`src/rtl/afmt_pkg.sv`:
```
package afmt_pkg;
  parameter int unsigned SMP_W     = 20;
  parameter int unsigned NARROW_W  = 16;
  parameter int unsigned SLOT_BITS = 32;
  parameter int unsigned DIV_LOG2  = 2;

  typedef struct packed {
    logic err;
    logic vld;
    logic wide;
  } afmt_flags_t;
endpackage

```
`src/rtl/afmt_timing.sv`:
```
module afmt_timing #(
  parameter int unsigned DIV_LOG2  = afmt_pkg::DIV_LOG2,
  parameter int unsigned SLOT_BITS = afmt_pkg::SLOT_BITS,
  parameter int unsigned CNT_W     = DIV_LOG2 + $clog2(SLOT_BITS) + 1
) (
  input  logic             clk_i,
  input  logic             rst_ni,
  output logic [CNT_W-1:0] cnt_o,
  output logic             frame_end_o
);
  logic [CNT_W-1:0] cnt_q;

  // starts at last count so the first frame begins right after reset
  always_ff @(posedge clk_i or negedge rst_ni) begin
    if (!rst_ni) cnt_q <= '1;
    else         cnt_q <= cnt_q + 1'b1;
  end

  assign cnt_o       = cnt_q;
  assign frame_end_o = &cnt_q;
endmodule

```
`src/rtl/afmt_conceal.sv`:
```
module afmt_conceal #(
  parameter int unsigned SMP_W = afmt_pkg::SMP_W
) (
  input  logic                  clk_i,
  input  logic                  rst_ni,
  input  logic                  stb_i,
  input  logic [SMP_W-1:0]      left_i,
  input  logic [SMP_W-1:0]      right_i,
  input  logic                  err_i,
  input  logic                  vld_i,
  input  logic                  wide_i,
  input  logic                  frame_end_i,
  output logic [SMP_W-1:0]      frm_left_o,
  output logic [SMP_W-1:0]      frm_right_o,
  output afmt_pkg::afmt_flags_t frm_flags_o
);
  logic [SMP_W-1:0] pend_l_q, pend_r_q;
  logic             pend_err_q, pend_vld_q;

  always_ff @(posedge clk_i or negedge rst_ni) begin
    if (!rst_ni) begin
      pend_l_q   <= '0;
      pend_r_q   <= '0;
      pend_err_q <= 1'b0;
      pend_vld_q <= 1'b0;
    end else if (stb_i) begin
      if (!err_i) begin
        pend_l_q <= left_i;
        pend_r_q <= right_i;
      end
      pend_err_q <= err_i;
      pend_vld_q <= vld_i;
    end
  end

  // frame latch: data, flags and format fixed for a whole frame
  always_ff @(posedge clk_i or negedge rst_ni) begin
    if (!rst_ni) begin
      frm_left_o  <= '0;
      frm_right_o <= '0;
      frm_flags_o <= '0;
    end else if (frame_end_i) begin
      frm_left_o       <= pend_l_q;
      frm_right_o      <= pend_r_q;
      frm_flags_o.err  <= pend_err_q;
      frm_flags_o.vld  <= pend_vld_q;
      frm_flags_o.wide <= wide_i;
    end
  end
endmodule

```
`src/rtl/afmt_serializer.sv`:
```
module afmt_serializer #(
  parameter int unsigned SMP_W     = afmt_pkg::SMP_W,
  parameter int unsigned NARROW_W  = afmt_pkg::NARROW_W,
  parameter int unsigned SLOT_BITS = afmt_pkg::SLOT_BITS,
  parameter int unsigned DIV_LOG2  = afmt_pkg::DIV_LOG2,
  parameter int unsigned CNT_W     = DIV_LOG2 + $clog2(SLOT_BITS) + 1
) (
  input  logic                  clk_i,
  input  logic                  rst_ni,
  input  logic [CNT_W-1:0]      cnt_i,
  input  logic [SMP_W-1:0]      frm_left_i,
  input  logic [SMP_W-1:0]      frm_right_i,
  input  afmt_pkg::afmt_flags_t frm_flags_i,
  output logic                  bclk_o,
  output logic                  lrck_o,
  output logic                  sdata_o,
  output logic                  err_o,
  output logic                  vflag_o
);
  localparam int unsigned SLOT_LOG2 = $clog2(SLOT_BITS);
  localparam int unsigned IDX_W     = $clog2(SMP_W);
  localparam int unsigned WIDE_OFS  = SLOT_BITS - SMP_W;
  localparam int unsigned NARR_TOP  = SMP_W - 1;

  logic [SLOT_LOG2-1:0] pos;
  logic                 in_right;
  logic [SMP_W-1:0]     word_a [2];
  logic [1:0]           bit_sel;

  assign pos       = cnt_i[DIV_LOG2 +: SLOT_LOG2];
  assign in_right  = cnt_i[CNT_W-1];
  assign word_a[0] = frm_left_i;
  assign word_a[1] = frm_right_i;

  function automatic logic pick_bit(input logic [SMP_W-1:0] w,
                                    input logic [SLOT_LOG2-1:0] p,
                                    input logic wide);
    int unsigned pi;
    pi = int'(p);
    if (wide) return (pi >= WIDE_OFS) ? w[IDX_W'(pi - WIDE_OFS)] : 1'b0;
    else      return (pi < NARROW_W)  ? w[IDX_W'(NARR_TOP - pi)] : 1'b0;
  endfunction

  for (genvar ch = 0; ch < 2; ch++) begin : g_ch
    assign bit_sel[ch] = pick_bit(word_a[ch], pos, frm_flags_i.wide);
  end

  // registered outputs, one cycle behind the counter
  always_ff @(posedge clk_i or negedge rst_ni) begin
    if (!rst_ni) begin
      bclk_o  <= 1'b1;
      lrck_o  <= 1'b0;
      sdata_o <= 1'b0;
      err_o   <= 1'b0;
      vflag_o <= 1'b0;
    end else begin
      bclk_o  <= cnt_i[DIV_LOG2-1];
      lrck_o  <= ~in_right;
      sdata_o <= in_right ? bit_sel[1] : bit_sel[0];
      err_o   <= frm_flags_i.err;
      vflag_o <= frm_flags_i.vld;
    end
  end
endmodule

```
`src/rtl/afmt_serial_out.sv`:
```
module afmt_serial_out #(
  parameter int unsigned SMP_W     = afmt_pkg::SMP_W,
  parameter int unsigned NARROW_W  = afmt_pkg::NARROW_W,
  parameter int unsigned SLOT_BITS = afmt_pkg::SLOT_BITS,
  parameter int unsigned DIV_LOG2  = afmt_pkg::DIV_LOG2
) (
  input  logic             clk_i,
  input  logic             rst_ni,
  input  logic             fmt_wide_i,
  input  logic             pair_stb_i,
  input  logic [SMP_W-1:0] left_i,
  input  logic [SMP_W-1:0] right_i,
  input  logic             pair_err_i,
  input  logic             pair_vld_i,
  output logic             bclk_o,
  output logic             lrck_o,
  output logic             sdata_o,
  output logic             err_o,
  output logic             vflag_o
);
  localparam int unsigned CNT_W = DIV_LOG2 + $clog2(SLOT_BITS) + 1;

  logic [CNT_W-1:0]      cnt;
  logic                  frame_end;
  logic [SMP_W-1:0]      frm_l, frm_r;
  afmt_pkg::afmt_flags_t frm_flags;

  afmt_timing #(.DIV_LOG2(DIV_LOG2), .SLOT_BITS(SLOT_BITS), .CNT_W(CNT_W)) u_timing (
    .clk_i, .rst_ni, .cnt_o(cnt), .frame_end_o(frame_end)
  );

  afmt_conceal #(.SMP_W(SMP_W)) u_conceal (
    .clk_i, .rst_ni,
    .stb_i(pair_stb_i), .left_i, .right_i,
    .err_i(pair_err_i), .vld_i(pair_vld_i), .wide_i(fmt_wide_i),
    .frame_end_i(frame_end),
    .frm_left_o(frm_l), .frm_right_o(frm_r), .frm_flags_o(frm_flags)
  );

  afmt_serializer #(.SMP_W(SMP_W), .NARROW_W(NARROW_W), .SLOT_BITS(SLOT_BITS),
                    .DIV_LOG2(DIV_LOG2), .CNT_W(CNT_W)) u_ser (
    .clk_i, .rst_ni, .cnt_i(cnt),
    .frm_left_i(frm_l), .frm_right_i(frm_r), .frm_flags_i(frm_flags),
    .bclk_o, .lrck_o, .sdata_o, .err_o, .vflag_o
  );
endmodule

```
`config.mk`:
```
export PLATFORM = sky130hd
export DESIGN_NAME = afmt_serial_out
export DESIGN_NICKNAME = d
export VERILOG_FILES = /design/src/rtl/afmt_pkg.sv /design/src/rtl/afmt_timing.sv /design/src/rtl/afmt_conceal.sv /design/src/rtl/afmt_serializer.sv /design/src/rtl/afmt_serial_out.sv
export SDC_FILE = /design/constraint.sdc
export NUM_CORES = 1
export LEC_CHECK = 0
export ABC_AREA = 1
export CAP_MARGIN = 10
export CORE_AREA = 5 5 126 116
export DETAILED_ROUTE_END_ITERATION = 10
export DIE_AREA = 0 0 131 121
export DONT_BUFFER_PORTS = 1
export PLACE_DENSITY = 0.57
export SYNTH_ARGS = -nofsm -noshare
export SYNTH_HDL_FRONTEND = slang
export SYNTH_SLANG_ARGS = --single-unit
export TNS_END_PERCENT = 10
```
`constraint.sdc`:
```
create_clock -name clk_i -period 1.8 [get_ports clk_i]
set_input_delay 0.36 -clock clk_i [delete_from_list [all_inputs] [get_ports clk_i]]
set_output_delay 0.36 -clock clk_i [all_outputs]
set_load 0.03 [all_outputs]
```
# After elaboration in Yosys (flattened, before gate mapping)
# Index checks and enable logic that the tools add are counted.
[totals]
register_bits = 98
latch_bits = 0
ramBits = 0
mem_bits_ro = 0
out_inout_bits = 5
n_memories = 0
[op_classes]
add_sub_neg = 3
mul = 0
div = 0
n_lt_le_gt_ge = 4
n_eq_ne = 0
n_shift = 0
n_mux = 15
n_bitwise = 2
n_reduce_logical = 2
[op_table]
columns = ["operator", "n"]
rows = [
  ["1-bit binary-select mux with 5-bit select", 4],
  ["5-bit by 6-bit < comparator with 1-bit output (second input constant)", 2],
  ["1-bit two-way mux", 11],
  ["8-bit by 1-bit adder with 8-bit output (second input constant)", 1],
  ["8-bit AND reduction", 1],
  ["5-bit by 4-bit greater-or-equal comparator with 1-bit output (second input constant)", 1],
  ["5-bit < comparator (second input constant)", 1],
  ["5-bit by 4-bit subtractor with 5-bit output (second input constant)", 1],
  ["5-bit subtractor (first input constant)", 1],
  ["1-bit inverter", 2],
  ["2-bit AND reduction", 1],
]

# Depth between registers and ports, before layout
[logic_depth]
ltp_word = 6
mapped_depth = 14

# By module
# From an unflattened synthesis, not the netlist that was laid out.
[unflattened]
hier_cells = 643
hier_area_um2 = 4894.7
[by_module_without_submodules]
columns = ["module", "instances", "cells_each", "area_each_um2", "seq_area_each_um2"]
rows = [
  ["afmt_conceal", 1, 362, 3345.7, 2127.0],
  ["afmt_serializer", 1, 240, 1167.4, 126.4],
  ["afmt_timing", 1, 41, 381.6, 210.2],
]

# Worst setup path after synthesis
# OpenSTA, ideal clock, no wires.
[synth_timing]
kind = "register -> register"
from = "register u_timing.cnt_q[4], in the netlist u_timing.cnt_o[4]"
to = "register u_ser.sdata_o"
arrival_ps = 1792
required_time_ps = 1735
setup_slack_ps = -57
stages_incl_launch_ff = 14
path_buffers = 2
path_cell_list = "dfstp_2 buf_2 inv_2 ha_1 buf_2 nor2_1 nand2_1 nand2_1 inv_1 nand2_1 nand2_1 nand2_1 nand3_1 nand2_1"
[synth_between]
elab_chain_len = 6
elab_cells_between_ends = 19
[synth_rtl]
columns = ["element", "line_no", "source"]
rows = [
  ["start: declaration", "afmt_timing.sv:11", "logic [CNT_W-1:0] cnt_q;"],
  ["start signal: assignment", "afmt_timing.sv:16", "else cnt_q <= cnt_q + 1'b1;"],
  ["5-bit subtractor or 5-bit by 4-bit subtractor with 5-bit output (tied branches)", "afmt_serializer.sv:41, afmt_serializer.sv:40", ""],
  ["1-bit binary-select mux with 5-bit select, on equally long branches", "afmt_serializer.sv:41, afmt_serializer.sv:40", ""],
  ["1-bit two-way mux, on equally long branches (2 in a row)", "afmt_serializer.sv:41, afmt_serializer.sv:40", ""],
  ["1-bit two-way mux", "afmt_serializer.sv:40", "if (wide) return (pi >= WIDE_OFS) ? w[IDX_W'(pi - WIDE_OFS)] : 1'b0;"],
  ["1-bit two-way mux *", "afmt_serializer.sv:59", "sdata_o <= in_right ? bit_sel[1] : bit_sel[0];"],
  ["end signal: assignment", "afmt_serializer.sv:59", ""],
  ["end: declaration", "afmt_serializer.sv:16", "output logic sdata_o,"],
]
# Every way passes the cells marked *; elsewhere a longest branch is shown, timed or not. The select of a mux whose other input is x is not followed.
# A chain may end at the register's enable or synchronous reset.

# Worst setup path after layout
[layout_timing]
from = "register u_timing.cnt_q[0], in the netlist u_timing.cnt_o[0]"
to = "register u_conceal.frm_right_o[15]"
[layout_between]
elab_chain_len = 1
[layout_rtl]
columns = ["element", "line_no", "source"]
rows = [
  ["8-bit AND reduction", "afmt_timing.sv:20", "assign frame_end_o = &cnt_q;"],
  ["end signal: assignment", "afmt_conceal.sv:44", "frm_right_o <= pend_r_q;"],
  ["end: declaration", "afmt_conceal.sv:14", "output logic [SMP_W-1:0] frm_right_o,"],
]
# No other way between the ends.

==> metrics.log <==
INFO  metric status = finished, violations left
INFO  metric violations = hold timing
INFO  metric min_path_type = input port to async pin
INFO  metric antenna_found_initial = 0
INFO  metric hold-worst-slack = -0.2884 ns
INFO  metric arrival = 1.89 ns
INFO  metric slew_violations = 0
INFO  metric initial_core_util = 35.27%
INFO  metric synth_enable_flop_cells = 0
INFO  metric syn-mean-instance-area = between 7 and 8 µm²
INFO  metric floorplan.die.width = between 100 and 150 µm
INFO  metric synth-seq-area-share = 53.27%
INFO  metric synth_common_cells = 192 x sky130_fd_sc_hd__nand2_1, 89 x sky130_fd_sc_hd__dfrtp_1, 78 x sky130_fd_sc_hd__inv_1
INFO  metric hpwl = 6810 µm
INFO  metric path_class = flip-flop to flip-flop
INFO  metric ir_drop = between 0.0005 and 0.0006 V
INFO  metric wire_length_of_the_first_global_routing_pass = 17140 µm
INFO  metric worst_slack = 0.1260 ns
INFO  metric finish.cell_count_without_fillers = 749
INFO  metric yosys.area.top_type_share = 48.16%
INFO  metric max_freq = between 500 and 600 MHz
INFO  metric cpMaxStageDelayCell = sky130_fd_sc_hd__dfstp_2
INFO  metric timing.critical_path.cells = ha_1, inv_1, nor2_4, nand3_2, buf_12, nor2_1, a21oi_1
INFO  metric gp_congestion = 0.8474
INFO  metric ys_async_sr_fraction = 100.0%
INFO  metric gr-total-overflow = 0
INFO  metric switchingPower = 0.9290 mW
INFO  metric synth_warnings = 0
INFO  metric routedWlPerCell = between 10 and 15 µm
INFO  metric cts_inserted_buffers = 9
INFO  metric max_cap_viol_count = 0
INFO  metric seq_power_share = between 50% and 60%
INFO  metric worst_slew_pin_slew = 0.3155 ns
INFO  metric ff2ff_setup_slack = 0.13 ns
INFO  metric grt_max_degree = 99
INFO  metric ios = 51
INFO  metric ant_nets = 0
INFO  metric clock_skew = between 0.003 and 0.004 ns
INFO  metric path_clk_slew = 0.06 ns
INFO  metric synth_fp_nets = 635
INFO  metric core_area = 13110 µm²
INFO  metric power_per_cell_area = slightly below 900 nW/µm²
INFO  metric route.detailed.drc = 0
INFO  metric syn_area = 4624 µm²
INFO  metric timing.critical_path.buf_inv = 2
INFO  metric std_cell_rows = 40
INFO  metric vias_in_the_first_global_route = ~3700
INFO  metric preCtsSetupSlack = 0.01717 ns
INFO  metric route.final.wire_length = between 9000 and 10000 µm
INFO  metric synth.distinct_cells = 24
INFO  metric vias_per_cell = 4.741
INFO  metric total_power = about 4.5 mW
INFO  metric fp.dieArea = 15850 µm²
INFO  metric finalHoldViolCount = 98
INFO  metric drt_iter0_drc = 185
INFO  metric critical_path.max_stage_delay = 0.56 ns
INFO  metric clk_path_buf_depth = 2
INFO  metric areaGrowthSynthToFinish = 11.26%
INFO  metric clock_power_share = 44.2%
INFO  metric die_height = roughly 120 µm
INFO  metric portBuffers = 0
INFO  metric crit_required = about 2.0 ns
INFO  metric clock_sinks = slightly below 100
INFO  metric comb_power_share = roughly 3.8%
INFO  metric slew-limit-headroom = 78.94%
INFO  metric sw_frac_of_total = 20.46%
INFO  metric pre_antenna_drt_iters = 4
INFO  metric final_design_area_no_fill = roughly 5100 µm²
INFO  metric netlist.top_cell.by_area = sky130_fd_sc_hd__dfrtp_1
INFO  metric cell_with_the_most_instances_after_synthesis = sky130_fd_sc_hd__nand2_1
INFO  metric final_nets = 625
INFO  metric final_core_utilization = 39.24%
INFO  metric fin_crit_sh = 93.00%
INFO  metric report.final.setup_viol = 0
INFO  metric end_kind = flip-flop
INFO  metric layout-drive-gt1-share = 8.262%
INFO  metric diodes = 0
INFO  metric cp-start-kind = flip-flop
INFO  metric worstSkewPairLatency = 0.34 ns
INFO  metric total_leakage_power = 2.516 nW
INFO  metric post_synthesis_instance_total = 586
INFO  metric unrepaired_setup_endpoints_after_global_routing = yes
INFO  metric global_route.usage.total = 13.57%
INFO  metric synthTopCellsByArea = sky130_fd_sc_hd__dfrtp_1 48%, sky130_fd_sc_hd__nand2_1 16%, sky130_fd_sc_hd__o21ai_0 8.1%, sky130_fd_sc_hd__inv_1 6.3%, sky130_fd_sc_hd__dfstp_2 5.1%
INFO  metric internal_power = 3.611 mW
INFO  metric crit_path_max_fanout = 44
INFO  metric period_needed = roughly 1.7 ns
INFO  metric cpLargestDelayFamily = flip-flops
INFO  metric clock_tree.root_cell = sky130_fd_sc_hd__clkbuf_16
INFO  metric ys_dominant_reg_cell = sky130_fd_sc_hd__dfrtp_1
INFO  metric via_count = 3551
INFO  metric postSynthRegisterBits = 98
INFO  metric postPlaceCellArea = 4770 µm²
INFO  metric timing.setup.tns = 0 ns
INFO  metric clock_tree_from_tritoncts = done
INFO  metric dp_cells = approximately 730
INFO  metric cts_max_level = 3
[power groups by stage]
| stage | Clock [mW] | Combinational, mW | Sequential [mW] |
|---|---|---|---|
| final | 2.01 | 0.173 | 2.36 |
| after global routing | 2.15 | 0.212 | 2.37 |
| after CTS | 2.07 | 0.179 | 2.36 |
| after detailed placement | 0 | 0.177 | 2.40 |
| after global placement | 0 | 0.169 | 2.40 |
| after floorplan | 0 | 0.131 | 2.39 |
[registers in the layout, summed over array words and instances, names as in the netlist]
name	cells
u_conceal.frm_left_o	20
u_conceal.frm_right_o	20
u_conceal.pend_l_q	20
u_conceal.pend_r_q	20
u_timing.cnt_o	8
u_conceal.frm_flags_o	3
u_conceal.pend_err_q	1
u_conceal.pend_vld_q	1
u_ser.bclk_o	1
u_ser.err_o	1
u_ser.lrck_o	1
u_ser.sdata_o	1
u_ser.vflag_o	1
[timing repair]
action / in CTS / in global routing
resized for setup: 1 / 13
cloned: 0 / 0
endpoints found under the setup margin: 1 / 34
endpoints found under the hold margin: 98 / 98
buffers inserted: 0 / 0
[routing by layer]
layer	share of wire [%]	GRT usage, %	vias to the layer above
met3	2.3	2.553	13
met5	0	0	-
met4	2.4	6.684	0
met1	50	18.33	1692
met2	46	20.75	53
li1	-	-	1793
[worst paths after layout]
kind                                          start                         to  cells past startpoint
max in group asynchronous                    rst_ni          u_timing.cnt_o[2]                      0
setup / recovery                  u_timing.cnt_o[0]  u_conceal.frm_right_o[15]                      7
hold reg to reg            u_conceal.frm_flags_o[1]              u_ser.vflag_o                      0
setup reg to reg                  u_timing.cnt_o[0]  u_conceal.frm_right_o[15]                      7
min in group clk_i                       pair_stb_i       u_conceal.pend_vld_q                      1
hold / removal                               rst_ni       u_conceal.pend_vld_q                      0
[layout by cell type, fill, tap and decap left out, drive strengths merged, types with 2 or more instances in the layout]
master  count
a21oi      22
xor2        4
ha          3
nand2     193
inv        82
dfstp       9
dfrtp      89
buf        12
clkbuf     15
nor3        3
nor2       18
o21ai      80
o211ai      2
nand3      45
[logic make-up after synthesis]
logic type / after synthesis / synth area share (%)
compound gates: 105 / 11.53
xor+xnor: 5 / 0.9469
fa+ha+maj: 3 / 0.8118
buf+inv: 115 / 10.55
flops: 98 / 53.27
mux: 1 / 0.2435
simple gates: 259 / 22.65
[area by class of cell]
cell class	count	area (µm²)
clock inverters	1	30.03
repair buffers	12	122.6
fillers	1357	7968
clock buffers	15	287.8
well taps	168	210.2
flip-flops and latches	98	2464
inverters	82	312.8
multi-input cells	373	1718
No activity file was read; power rests on OpenSTA's default activity.
